## src/rtl/branch_resolver.sv

```systemverilog
module branch_resolver #(
  parameter int ADDR_W = 16,
  parameter logic [ADDR_W-1:0] RESET_IP = '0
) (
  input  logic              clk,
  input  logic              rst_n,
  input  logic [ADDR_W-1:0] ip_i,
  input  logic [7:0]        opcode_i,
  input  logic              long_i,
  input  logic [ADDR_W-1:0] imm_i,
  input  logic [ADDR_W-1:0] rval_i,
  input  logic              flag_z_i,
  input  logic              flag_l_i,
  input  logic              flag_g_i,
  output logic [ADDR_W-1:0] next_ip_o,
  output logic              taken_o,
  output logic [ADDR_W-1:0] link_o,
  output logic              link_we_o
);
  localparam logic [7:0] OP_JMPR = 8'h18;
  localparam logic [7:0] OP_LINK = 8'h19;
  localparam logic [7:0] OP_JMP  = 8'h21;
  localparam logic [7:0] OP_JZ   = 8'h22;
  localparam logic [7:0] OP_JNZ  = 8'h23;
  localparam logic [7:0] OP_JL   = 8'h24;
  localparam logic [7:0] OP_JNL  = 8'h25;
  localparam logic [7:0] OP_JG   = 8'h26;
  localparam logic [7:0] OP_JNG  = 8'h27;
  localparam logic [ADDR_W-1:0] ONE = ADDR_W'(1);
  localparam logic [ADDR_W-1:0] TWO = ADDR_W'(2);

  logic [ADDR_W-1:0] fall, target;
  logic              go;

  assign fall = ip_i + (long_i ? TWO : ONE);

  always_comb begin
    go     = 1'b0;
    target = imm_i;
    unique case (opcode_i)
      OP_JMP:  go = 1'b1;
      OP_JMPR: begin go = 1'b1; target = rval_i; end
      OP_JZ:   go = flag_z_i;
      OP_JNZ:  go = !flag_z_i;
      OP_JL:   go = flag_l_i;
      OP_JNL:  go = !flag_l_i;
      OP_JG:   go = flag_g_i;
      OP_JNG:  go = !flag_g_i;
      default: go = 1'b0;
    endcase
  end

  logic [ADDR_W-1:0] next_d;
  assign next_d = go ? target : fall;

  always_ff @(posedge clk or negedge rst_n) begin
    if (!rst_n) begin
      next_ip_o <= RESET_IP;
      taken_o   <= 1'b0;
      link_o    <= '0;
      link_we_o <= 1'b0;
    end else begin
      next_ip_o <= next_d;
      taken_o   <= next_d != fall;
      link_o    <= ip_i + ONE;
      link_we_o <= opcode_i == OP_LINK;
    end
  end

  logic live;
  always_ff @(posedge clk or negedge rst_n)
    if (!rst_n) live <= 1'b0;
    else        live <= 1'b1;

  assert_reset_quiet_R1: assert property (@(posedge clk)
    !rst_n |-> (!taken_o && !link_we_o));

  assert_fallthrough_R2: assert property (@(posedge clk) disable iff (!rst_n)
    live && !taken_o |-> next_ip_o == $past(ip_i) + ($past(long_i) ? TWO : ONE));

  assert_jmp_target_R3: assert property (@(posedge clk) disable iff (!rst_n)
    live && $past(opcode_i) == OP_JMP |-> next_ip_o == $past(imm_i));

  assert_jmpr_target_R4: assert property (@(posedge clk) disable iff (!rst_n)
    live && $past(opcode_i) == OP_JMPR |-> next_ip_o == $past(rval_i));

  assert_zero_cond_R5: assert property (@(posedge clk) disable iff (!rst_n)
    live && (($past(opcode_i) == OP_JZ && $past(flag_z_i)) ||
             ($past(opcode_i) == OP_JNZ && !$past(flag_z_i)))
    |-> next_ip_o == $past(imm_i));

  assert_taken_diff_R8: assert property (@(posedge clk) disable iff (!rst_n)
    live && taken_o |-> next_ip_o != $past(ip_i) + ($past(long_i) ? TWO : ONE));

  assert_link_value_R9: assert property (@(posedge clk) disable iff (!rst_n)
    live |-> link_o == $past(ip_i) + ONE);

  assert_link_no_redirect_R10: assert property (@(posedge clk) disable iff (!rst_n)
    link_we_o |-> !taken_o);
endmodule

```

## config.mk

```make
export PLATFORM = sky130hd
export DESIGN_NAME = branch_resolver
export DESIGN_NICKNAME = d
export VERILOG_FILES = /design/src/rtl/branch_resolver.sv
export SDC_FILE = /design/constraint.sdc
export NUM_CORES = 1
export LEC_CHECK = 0
export BUFFER_PORTS_ARGS = -buffer_cell sky130_fd_sc_hd__buf_2
export CAP_MARGIN = 25
export CORE_MARGIN = 3
export CORE_UTILIZATION = 44
export DETAILED_ROUTE_END_ITERATION = 10
export PLACE_DENSITY = 0.82
export SLEW_MARGIN = 10
export SYNTH_ARGS = -nofsm -noshare
export SYNTH_HDL_FRONTEND = slang
export SYNTH_SLANG_ARGS = --single-unit
```

## constraint.sdc

```tcl
create_clock -name clk -period 0.8 [get_ports clk]
set_input_delay 0.12 -clock clk [delete_from_list [all_inputs] [get_ports clk]]
set_output_delay 0.12 -clock clk [all_outputs]
set_load 0.02 [all_outputs]
```

== After elaboration in Yosys (flattened, before gate mapping) ==
Index checks and enable logic that the tools add are counted.
Storage, ports and cells
  register bits: 34
  output and inout port bits: 34
  input port bits: 62
Operators by class
  multiplexer cells: 4
  add/sub/neg operators: 2
  reductions and logical operators: 4
  equality and inequality tests: 10
Operators by type and width (number)
  8-bit by 6-bit equality test with 1-bit output (second input constant): 7
  16-bit 2-to-1 mux: 2
  16-bit by 1-bit adder with 16-bit output (second input constant): 1
  16-bit by 2-bit adder with 16-bit output: 1
  8-bit by 5-bit equality test with 1-bit output (second input constant): 2
  16-bit != test: 1
  1-bit case mux with 7 select lines: 1
  1-bit zero test: 3
  2-bit 2-to-1 mux: 1
  2-bit OR reduction: 1

== Longest topological paths before layout ==
Gate-level depths: netlist (run 1).
  depth in word-level cells: 5
  gate-level depth with buffers: 10
  gate-level depth less buffers: 10

== Worst setup path after synthesis (run 1) ==
No wires, ideal clock.
  path kind: input-to-reg
  from: input port opcode_i[0]
  to: register taken_o
  required time: 672 ps
  slack: -1310 ps
  setup time: 128 ps
  stages: 9
  data arrival time: 1981 ps
  path through: or4b_1 or4_1 buf_6 buf_12 mux2i_2 xnor2_1 nand4_1 nor3_1 a21boi_1
On the way
  cells in the longest elaborated chain, start to end: 5
  elaborated cells between the ends (all ways): 13
RTL lines
  from (decl): line 8  | input logic [7:0] opcode_i,
  8-bit by 5-bit equality test with 1-bit output / 8-bit by 6-bit equality test with 1-bit output (equally long branches): line 40  | unique case (opcode_i)
  2-bit OR reduction (no line)
  1-bit case mux with 7 select lines: line 40
  16-bit 2-to-1 mux *: line 54  | assign next_d = go ? target : fall;
  16-bit != test *: line 64  | taken_o <= next_d != fall;
  to (signal assigned): line 64
  to (decl): line 16  | output logic taken_o,
Mark *: on every way between the ends. The rest lies on a longest branch, timed or not.

== Final worst setup path (run 1) ==
Ends and elaborated chain as after synthesis.

==> flow_metrics.py, run 1 <==
metrics = {
    "worst_hold_path": {
        "hold_path_startpoint": "ip_i[5]",
        "hp-class": "input port to flop",
        "min_to": "link_o[5]$_DFF_PN0_",
        "holdPathStages": 2,
    },
    "layout": {
        "layout.cells.non_filler": 389,
        "regArea_um2": 850.8,
        "multi_input_area_um2": 1411,
        "final_cell_area_um2": 3656,
        "area_growth_pct": 78.83,
        "drive_gt1_share_pct": 56.85,
        "final_core_util_pct": 82.82,
        "nets": 401,
        "fillCellCount": 246,
    },
    "floorplan": {
        "io_pins": 96,
        "rows": 24,
        "start_util_pct": 46.32,
        "fp.dieArea_um2": 5500,
        "coreArea_um2": 4414,
        "die_w_um": 74.17,
        "die_y_um": 74.17,
    },
    "detailed_routing": {
        "routed_via_density": 5.293,
        "drtIter0Drc": 102,
        "dr.pass1.iters": 4,
        "postRouteAntennaNets": 0,
        "routed_wl_mm": 7.195,
        "vias": 2059,
        "avgRoutedWirePerCell_um": 18.50,
        "drc": 0,
    },
    "timing": {
        "setup_slack_ns": -1.333,
        "setup_viol": 54,
        "tightest_slew_ns": 0.3776,
        "grt_setup_unrepaired": "true",
        "min_period_ns": 2.133,
        "setup-tns-final_ns": -18.37,
        "fmax_mhz": 468.8,
        "slew_violations": 0,
        "slew_headroom_pct": 74.64,
        "hold_viol": 0,
        "min_period_over_period_pct": 266.6,
    },
    "pwr": {
        "pwr-share-seq_pct": 38.2,
        "ir_drop_uv": 1082,
        "intPower_mw": 3.527,
        "powerDensity_nw_per_um2": 1359,
        "combPwrFrac_pct": 30.3,
        "p_clk_share_pct": 31.5,
        "power_switching_mw": 1.440,
        "power.switching_fraction_pct": 28.98,
        "leakage_nw": 1.681,
    },
    "global_routing": {
        "track_usage_pct": 23.81,
        "overflow": 0,
        "grt_max_degree": 35,
        "grt_pass1_wl_mm": 9.818,
        "antenna_found_initial": 2,
        "grt_pass1_vias": 2134,
    },
    "yosys": {
        "synth_edf_count": 0,
        "synth-warning-count": 0,
        "synthDistinctLibCells": 35,
        "syn_nets": 255,
        "ys_seq_area_share_pct": 41.62,
        "yosys_register_bits": 34,
        "synthCells": 189,
        "avgSynthCellArea_um2": 10.82,
        "async_flop_share_pct": 100.0,
        "ys.flop_type": "dfrtp_1",
        "syn_area_um2": 2044,
    },
    "cts": {
        "cts_tree": "done",
        "cts_root_buf": "clkbuf_8",
        "cts.sinks": 34,
        "cts_buffers": 5,
        "h-tree-depth": 2,
        "clockBufferDepth": 2,
        "path_clk_slew_ns": 0.07,
    },
    "setup_path": {
        "worstSetupPathType": "input port to flop",
        "start_kind": "input port",
        "critPathSlowestCell": "or4b_1",
        "worst_ep_required_time_ns": 0.97,
        "cpLargestDelayFamily": "simple AND/OR/NAND/NOR gates",
        "path_cells": "buf_6, or4b_1, or4_4, buf_12, buf_4, mux2i_4, xor2_1, nor4_1, a21boi_1",
        "cp.buffers_inverters": 3,
        "crit_path_max_incr_delay_ns": 0.52,
        "end_kind": "flop",
        "crit_arrival_ns": 2.30,
        "worst-path-max-fanout": 8,
        "critPathLaunch": "opcode_i[0]",
    },
    "place": {
        "gp_congestion": 0.8638,
        "dp.cells": 372,
        "place_area_um2": 2950,
        "dpl.hpwl_mm": 4.299,
        "port_buffers": 95,
    },
    "status": {
        "violations": "negative setup slack",
        "status": "finished with violations",
    },
    "run": {
        "drv_cap": 0,
    },
}
[synth_stat cells, types with 2 or more instances]
cell type,number,area share [%]
a21oi_1,2,0.49
and4_1,2,0.86
clkbuf_1,4,0.73
dfrtp_1,34,42
ha_1,3,1.8
inv_1,5,0.92
mux2i_1,29,14
mux2i_2,3,2.0
nand2_1,13,2.4
nand3_1,6,1.5
nand4_1,8,2.4
nor2_1,11,2.0
nor2b_1,2,0.61
nor3_1,3,0.73
nor4_1,2,0.61
xnor2_1,25,11
xor2_1,19,8.1
[sequential cells by signal, summed over array words and instances (netlist names)]
name,cells
link_o,16
link_we_o,1
next_ip_o,16
taken_o,1
[worst max path at each step]
stage	endpoint	slack [ns]	cells past startpoint
2_1_floorplan	taken_o$_DFF_PN0_	-1.31	9
3_3_place_gp	taken_o$_DFF_PN0_	-1.49	9
6_report	taken_o$_DFF_PN0_	-1.33	9
4_1_cts	taken_o$_DFF_PN0_	-1.16	9
3_5_place_dp	taken_o$_DFF_PN0_	-1.58	9
5_1_grt	taken_o$_DFF_PN0_	-1.37	9
[per-layer routing]
layer  vias to the layer above  global-route usage [%]  routed length, um
met3                        28                   5.946                428
met1                      1000                   24.83               2494
met5                         -                       0                 13
met4                         2                   7.243                280
li1                        944                       -                  -
met2                        85                   46.26               3978
[layout make-up]
class,count,share of cell area (%)
inverter,5,0.5133
clock inverter,3,1.095
multi-input combinational,143,38.60
clock buffer,5,1.882
antenna,1,0.06845
timing repair buffer,146,32.79
tap,52,1.780
sequential,34,23.27
[what timing repair did]
item,4_1_cts,5_1_grt
pin swaps,1,7
gates resized for setup,97,28
hold buffers,1,0
endpoints found under the hold margin,34,0
setup buffers,1,6
setup endpoints to repair,59,59
cloned,0,1
[stage by stage]
step,power (mW),hold slack (ns),setup WS [ns]
6_report,4.967,0.02010,-1.333
3_3_place_gp,3.013,0.09083,-1.491
3_5_place_dp,3.040,0.09341,-1.576
2_1_floorplan,2.462,-0.1756,-1.310
4_1_cts,4.851,0.01523,-1.163
5_1_grt,5.157,0.02233,-1.372
[cells in the final DEF, fill, tap and decap left out, types with 7 or more instances in the layout]
cell type / synthesis / final
buf_2: 1 / 54
mux2i_1: 29 / 16
buf_6: 1 / 46
dfrtp_1: 34 / 34
nand4_1: 8 / 8
nand2_1: 13 / 10
xor2_1: 19 / 19
nor2_1: 11 / 7
mux2i_4: 0 / 11
buf_4: 0 / 40
xnor2_1: 25 / 22
[power by group through the flow]
stage	clock (mW)	sequential, mW	combinational (mW)
finish	1.56	1.90	1.50
CTS	1.59	1.89	1.37
detailed placement	0	1.89	1.15
global placement	0	1.89	1.12
global route	1.65	1.91	1.60
floorplan	0	2.06	0.405
[cell families after synthesis]
family	share of synthesized area, %
fa+ha+maj	2.815
compound gates	2.387
mux	16.22
simple gates	14.69
buf+inv	3.427
flops	41.62
xor+xnor	18.85
Power figures use the tool's default switching activity.
==> run 2, diff against run 1 <==
--- a/config.mk
+++ b/config.mk
@@ -11,6 +11,7 @@
 export CORE_UTILIZATION = 44
 export DETAILED_ROUTE_END_ITERATION = 10
 export PLACE_DENSITY = 0.82
+export SETUP_SLACK_MARGIN = 0.15
 export SLEW_MARGIN = 10
 export SYNTH_ARGS = -nofsm -noshare
 export SYNTH_HDL_FRONTEND = slang
==> run 2 against run 1 <==
The flow still finishes with violations (negative setup slack). Flip-flop and latch count stayed put. Via count is 1.3% lower. Clock power is 12% lower. Fmax is 3.0% higher. First-iteration DRC count is 36% lower. Critical endpoint unchanged. Largest cell class unchanged. Largest power group unchanged.
==> flow_metrics.py, run 2 (synthesis gave the netlist of run 1 again) <==
metrics = {
    "status": {
        "status": "finished with violations",
        "violations": "negative setup slack",
    },
    "setup_path": {
        "start_kind": "input port",
        "worstSetupPathType": "input port to flop",
        "crit_arrival_ns": 2.25,
        "worst-path-max-fanout": 8,
        "worst_ep_required_time_ns": 0.98,
        "end_kind": "flop",
    },
    "place": {
        "dpl.hpwl_mm": 4.459,
        "port_buffers": 95,
        "gp_congestion": 0.8600,
    },
    "pwr": {
        "leakage_nw": 1.702,
        "powerDensity_nw_per_um2": 1296,
        "ir_drop_uv": 944.4,
    },
    "timing": {
        "min_period_ns": 2.072,
        "setup_viol": 54,
        "hold_viol": 0,
        "slew_headroom_pct": 74.30,
        "setup_slack_ns": -1.272,
        "fmax_mhz": 482.7,
        "grt_setup_unrepaired": "true",
        "hold_slack_ns": 0.01404,
        "setup-tns-final_ns": -18.23,
        "tightest_slew_ns": 0.3843,
        "slew_violations": 0,
        "min_period_over_period_pct": 259.0,
    },
    "global_routing": {
        "antenna_found_initial": 0,
        "track_usage_pct": 23.46,
        "grt_pass1_wl_mm": 9.673,
        "grt_pass1_vias": 2149,
        "grt_max_degree": 35,
        "overflow": 0,
    },
    "detailed_routing": {
        "vias": 2032,
        "postRouteAntennaNets": 0,
        "routed_via_density": 5.237,
        "routed_wl_mm": 7.002,
        "avgRoutedWirePerCell_um": 18.05,
        "drc": 0,
        "dr.pass1.iters": 4,
        "drtIter0Drc": 65,
    },
    "cts": {
        "cts_root_buf": "clkbuf_8",
        "clockBufferDepth": 2,
        "h-tree-depth": 2,
        "cts_buffers": 5,
        "cts.sinks": 34,
        "cts_tree": "done",
        "path_clk_slew_ns": 0.07,
    },
    "run": {
        "drv_cap": 0,
    },
    "layout": {
        "drive_gt1_share_pct": 57.44,
        "area_growth_pct": 81.82,
        "antenna_cells": 0,
        "layout_common_cells": "buf_6, buf_2, buf_4",
        "reg_top3": "link_o: 16 flops, next_ip_o: 16 flops",
        "nets": 401,
        "final_common_cell": "buf_6",
    },
    "floorplan": {
        "io_pins": 96,
        "die_y_um": 74.17,
        "fp.dieArea_um2": 5500,
        "die_w_um": 74.17,
        "rows": 24,
        "coreArea_um2": 4414,
        "start_util_pct": 46.32,
    },
    "worst_hold_path": {
        "hp-class": "input port to flop",
    },
}
[run 2: cell count changes in the layout (fill, tap and decap cells not counted), sizes merged]
cell,delta
diode,-1
clkinvlp,+1
clkbuf,+1
bufinv,-1
clkinv,-1
[run 2: worst max-delay path: stages]
cell and delay [ns]:
buf_6 0.10, or4b_4 0.54, or4_4 0.47, clkbuf_16 0.22, mux2i_4 0.20, xnor2_1 0.19
nand4_1 0.15, nor3_2 0.19, a21boi_1 0.08
[run 2: timing repair]
item	4_1_cts	5_1_grt
gates resized for setup	109	26
hold endpoints to repair	34	0
gates cloned	0	1
setup endpoints to repair	63	63
pin swaps	6	6
setup buffers	0	1
hold buffers	1	0
[run 2: area by class of cell]
class | count | area, um^2
multi-input combinational | 143 | 1443
clock buffer | 6 | 82.58
tap | 52 | 65.06
sequential | 34 | 850.8
inverter | 5 | 18.77
clock inverter | 2 | 12.51
timing repair buffer | 146 | 1245
fill | 232 | 696.9
[run 2: where the power goes]
group | internal, mW | switching [mW]
clock network | 0.692 | 0.682
registers | 1.84 | 0.0602
logic | 0.808 | 0.738
[run 2: stage by stage]
step / power [mW] / setup slack, ns / std cells / instance area (um^2) / util, %
final: 4.816 / -1.272 / 388 / 3717 / 84.21
after global routing: 4.987 / -1.334 / 388 / 3717 / 84.21
after CTS: 4.684 / -1.163 / 386 / 3533 / 80.05
after detailed placement: 3.087 / -1.556 / 377 / 3019 / 68.40
after global placement: 3.055 / -1.481 / 377 / 3019 / 68.40
after floorplan: 2.471 / -1.310 / 189 / 2171 / -
[run 2: path summary, 6_finish.rpt]
kind,cells after the start,slack (ns),from,endpoint
worst max-delay path,9,-1.27,opcode_i[0],taken_o$_DFF_PN0_
worst min-delay path,2,0.01,ip_i[5],link_o[5]$_DFF_PN0_
max in group asynchronous,3,0.30,rst_n,next_ip_o[2]$_DFF_PN0_
min in group asynchronous,3,0.32,rst_n,link_we_o$_DFF_PN0_
[run 2: metal layers]
metal	track usage, %	up-vias	wire [um]
met1	26.17	998	2751
met4	9.658	0	160
met5	0	-	0
met2	43.01	71	3757
met3	5.000	15	332
li1	-	948	-
==> run 3, diff against run 2 <==
--- a/config.mk
+++ b/config.mk
@@ -8,9 +8,9 @@
 export BUFFER_PORTS_ARGS = -buffer_cell sky130_fd_sc_hd__buf_2
 export CAP_MARGIN = 25
 export CORE_MARGIN = 3
-export CORE_UTILIZATION = 44
+export CORE_UTILIZATION = 40
 export DETAILED_ROUTE_END_ITERATION = 10
-export PLACE_DENSITY = 0.82
+export PLACE_DENSITY = 0.76
 export SETUP_SLACK_MARGIN = 0.15
 export SLEW_MARGIN = 10
 export SYNTH_ARGS = -nofsm -noshare
==> run 3 against run 2 <==
The run still ends with negative setup slack left. Total power decreased by 5.5%. Sequential power about the same. Non-clock buffer count increased by 1. Highest routed layer unchanged. First-iteration DRC count increased by 60%. Die area increased by 9.2%. Final cell count increased by 3.9%. Clock power decreased by 14%.
==> flow_metrics.py, run 3 (synthesis gave the netlist of run 1 again) <==
metrics = {
    "floorplan": {
        "fp.dieArea_um2": 6005,
        "die_y_um": 77.49,
        "start_util_pct": 42.44,
        "rows": 25,
        "die_w_um": 77.49,
        "coreArea_um2": 4817,
        "io_pins": 96,
    },
    "cts": {
        "h-tree-depth": 2,
        "path_clk_slew_ns": 0.07,
        "cts_tree": "done",
        "cts_buffers": 5,
        "cts.sinks": 34,
        "clockBufferDepth": 2,
        "cts_root_buf": "clkbuf_8",
    },
    "pwr": {
        "combPwrFrac_pct": 32.5,
        "power.switching_fraction_pct": 29.29,
        "p_clk_share_pct": 25.8,
        "powerDensity_nw_per_um2": 1220,
        "pwr-share-seq_pct": 41.7,
        "leakage_nw": 1.718,
        "ir_drop_uv": 784.5,
        "power_switching_mw": 1.332,
        "finalPower_mw": 4.549,
        "intPower_mw": 3.216,
    },
    "place": {
        "dpl.hpwl_mm": 4.319,
        "gp_congestion": 0.8196,
        "pre_cts_slack_ns": -1.572,
        "port_buffers": 95,
    },
    "worst_hold_path": {
        "hp-class": "input port to flop",
    },
    "detailed_routing": {
        "vias": 1948,
        "postRouteAntennaNets": 0,
        "routed_wl_mm": 6.228,
        "met2_length_mm": 3.576,
        "routed_via_density": 4.834,
        "avgRoutedWirePerCell_um": 15.45,
        "dr.pass1.iters": 4,
        "drc": 0,
        "wl_met3_um": 301,
        "drt-met1-wl_mm": 2.270,
        "maxUsedRoutingLayer": "met4",
        "drtIter0Drc": 104,
    },
    "timing": {
        "hold_slack_ns": 0.03286,
        "setup-tns-final_ns": -18.17,
        "grt_setup_unrepaired": "true",
        "fmax_mhz": 489.3,
        "slew_violations": 0,
        "tightest_slew_ns": 0.3529,
        "setup_viol": 61,
        "slew_headroom_pct": 76.26,
        "min_period_over_period_pct": 255.5,
        "hold_viol": 0,
        "min_period_ns": 2.044,
        "setup_slack_ns": -1.244,
    },
    "global_routing": {
        "grt_pass1_vias": 2070,
        "antenna_found_initial": 0,
        "track_usage_pct": 21.28,
        "overflow": 0,
        "grt_pass1_wl_mm": 10.13,
        "grt_max_degree": 35,
    },
    "setup_path": {
        "worst_ep_required_time_ns": 0.95,
        "worst-path-max-fanout": 8,
        "crit_arrival_ns": 2.19,
        "worstSetupPathType": "input port to flop",
        "end_kind": "flop",
        "start_kind": "input port",
    },
    "layout": {
        "final_common_cell": "buf_2",
        "final_core_util_pct": 77.38,
        "multi_input_area_um2": 1456,
        "layout_common_cells": "buf_2, buf_6, buf_4",
        "antenna_cells": 0,
        "fillCellCount": 330,
        "area_growth_pct": 82.31,
        "regArea_um2": 850.8,
        "nets": 402,
        "drive_gt1_share_pct": 56.55,
        "reg_top3": "link_o: 16 flops, next_ip_o: 16 flops",
    },
    "status": {
        "violations": "negative setup slack",
        "status": "finished with violations",
    },
    "run": {
        "drv_cap": 0,
    },
}
## run 3: changes by cell type in the layout (fill, tap and decap cells not counted), sizes merged
| cell | delta |
|---|---|
| buf | +2 |
| clkinv | -1 |
| clkinvlp | -1 |
## run 3: worst paths after layout
kind / start / endpoint / cells after the start
max in group asynchronous: rst_n / next_ip_o[0]$_DFF_PN0_ / 3
worst max-delay path: opcode_i[0] / taken_o$_DFF_PN0_ / 9
min in group asynchronous: rst_n / link_we_o$_DFF_PN0_ / 3
worst min-delay path: ip_i[5] / link_o[5]$_DFF_PN0_ / 2
## run 3: repair_timing
item	4_1_cts	5_1_grt
hold endpoints to repair	34	0
pin swaps	11	11
hold buffers	1	0
gates cloned	1	0
endpoints found under the setup margin	64	64
gates resized for setup	119	12
buffers inserted	2	2
## run 3: power groups by stage
stage | Clock, mW | Combinational (mW) | Sequential [mW]
after floorplan | 0 | 0.414 | 2.06
after global placement | 0 | 1.15 | 1.89
after detailed placement | 0 | 1.17 | 1.89
after CTS | 1.20 | 1.44 | 1.89
after global routing | 1.27 | 1.58 | 1.91
final | 1.18 | 1.48 | 1.89
## run 3: stage by stage
stage / instances / instance area, um^2
floorplan: 189 / 2171
global placement: 390 / 3023
detailed placement: 390 / 3023
CTS: 401 / 3643
global route: 403 / 3727
finish: 403 / 3727
## run 3: worst max-delay path, stage by stage
cell and delay, ns:
buf_6 0.09, or4b_4 0.51, or4_4 0.49, buf_12 0.19, mux2i_2 0.23, xnor2_1 0.15
nand4_1 0.13, nor3_2 0.20, a21boi_1 0.08
## run 3: layout make-up
class / instances / share of cell area (%)
Inverter: 5 / 0.5035
Multi-Input combinational cell: 143 / 39.07
Tap cell: 67 / 2.249
Timing Repair Buffer: 147 / 33.30
Clock buffer: 7 / 2.048
Sequential cell: 34 / 22.83
## run 3: routing by layer
metal / vias to the layer above / track usage, %
li1: 944 / -
met4: 0 / 4.626
met1: 932 / 24.68
met3: 8 / 3.480
met2: 64 / 40.67
met5: - / 0
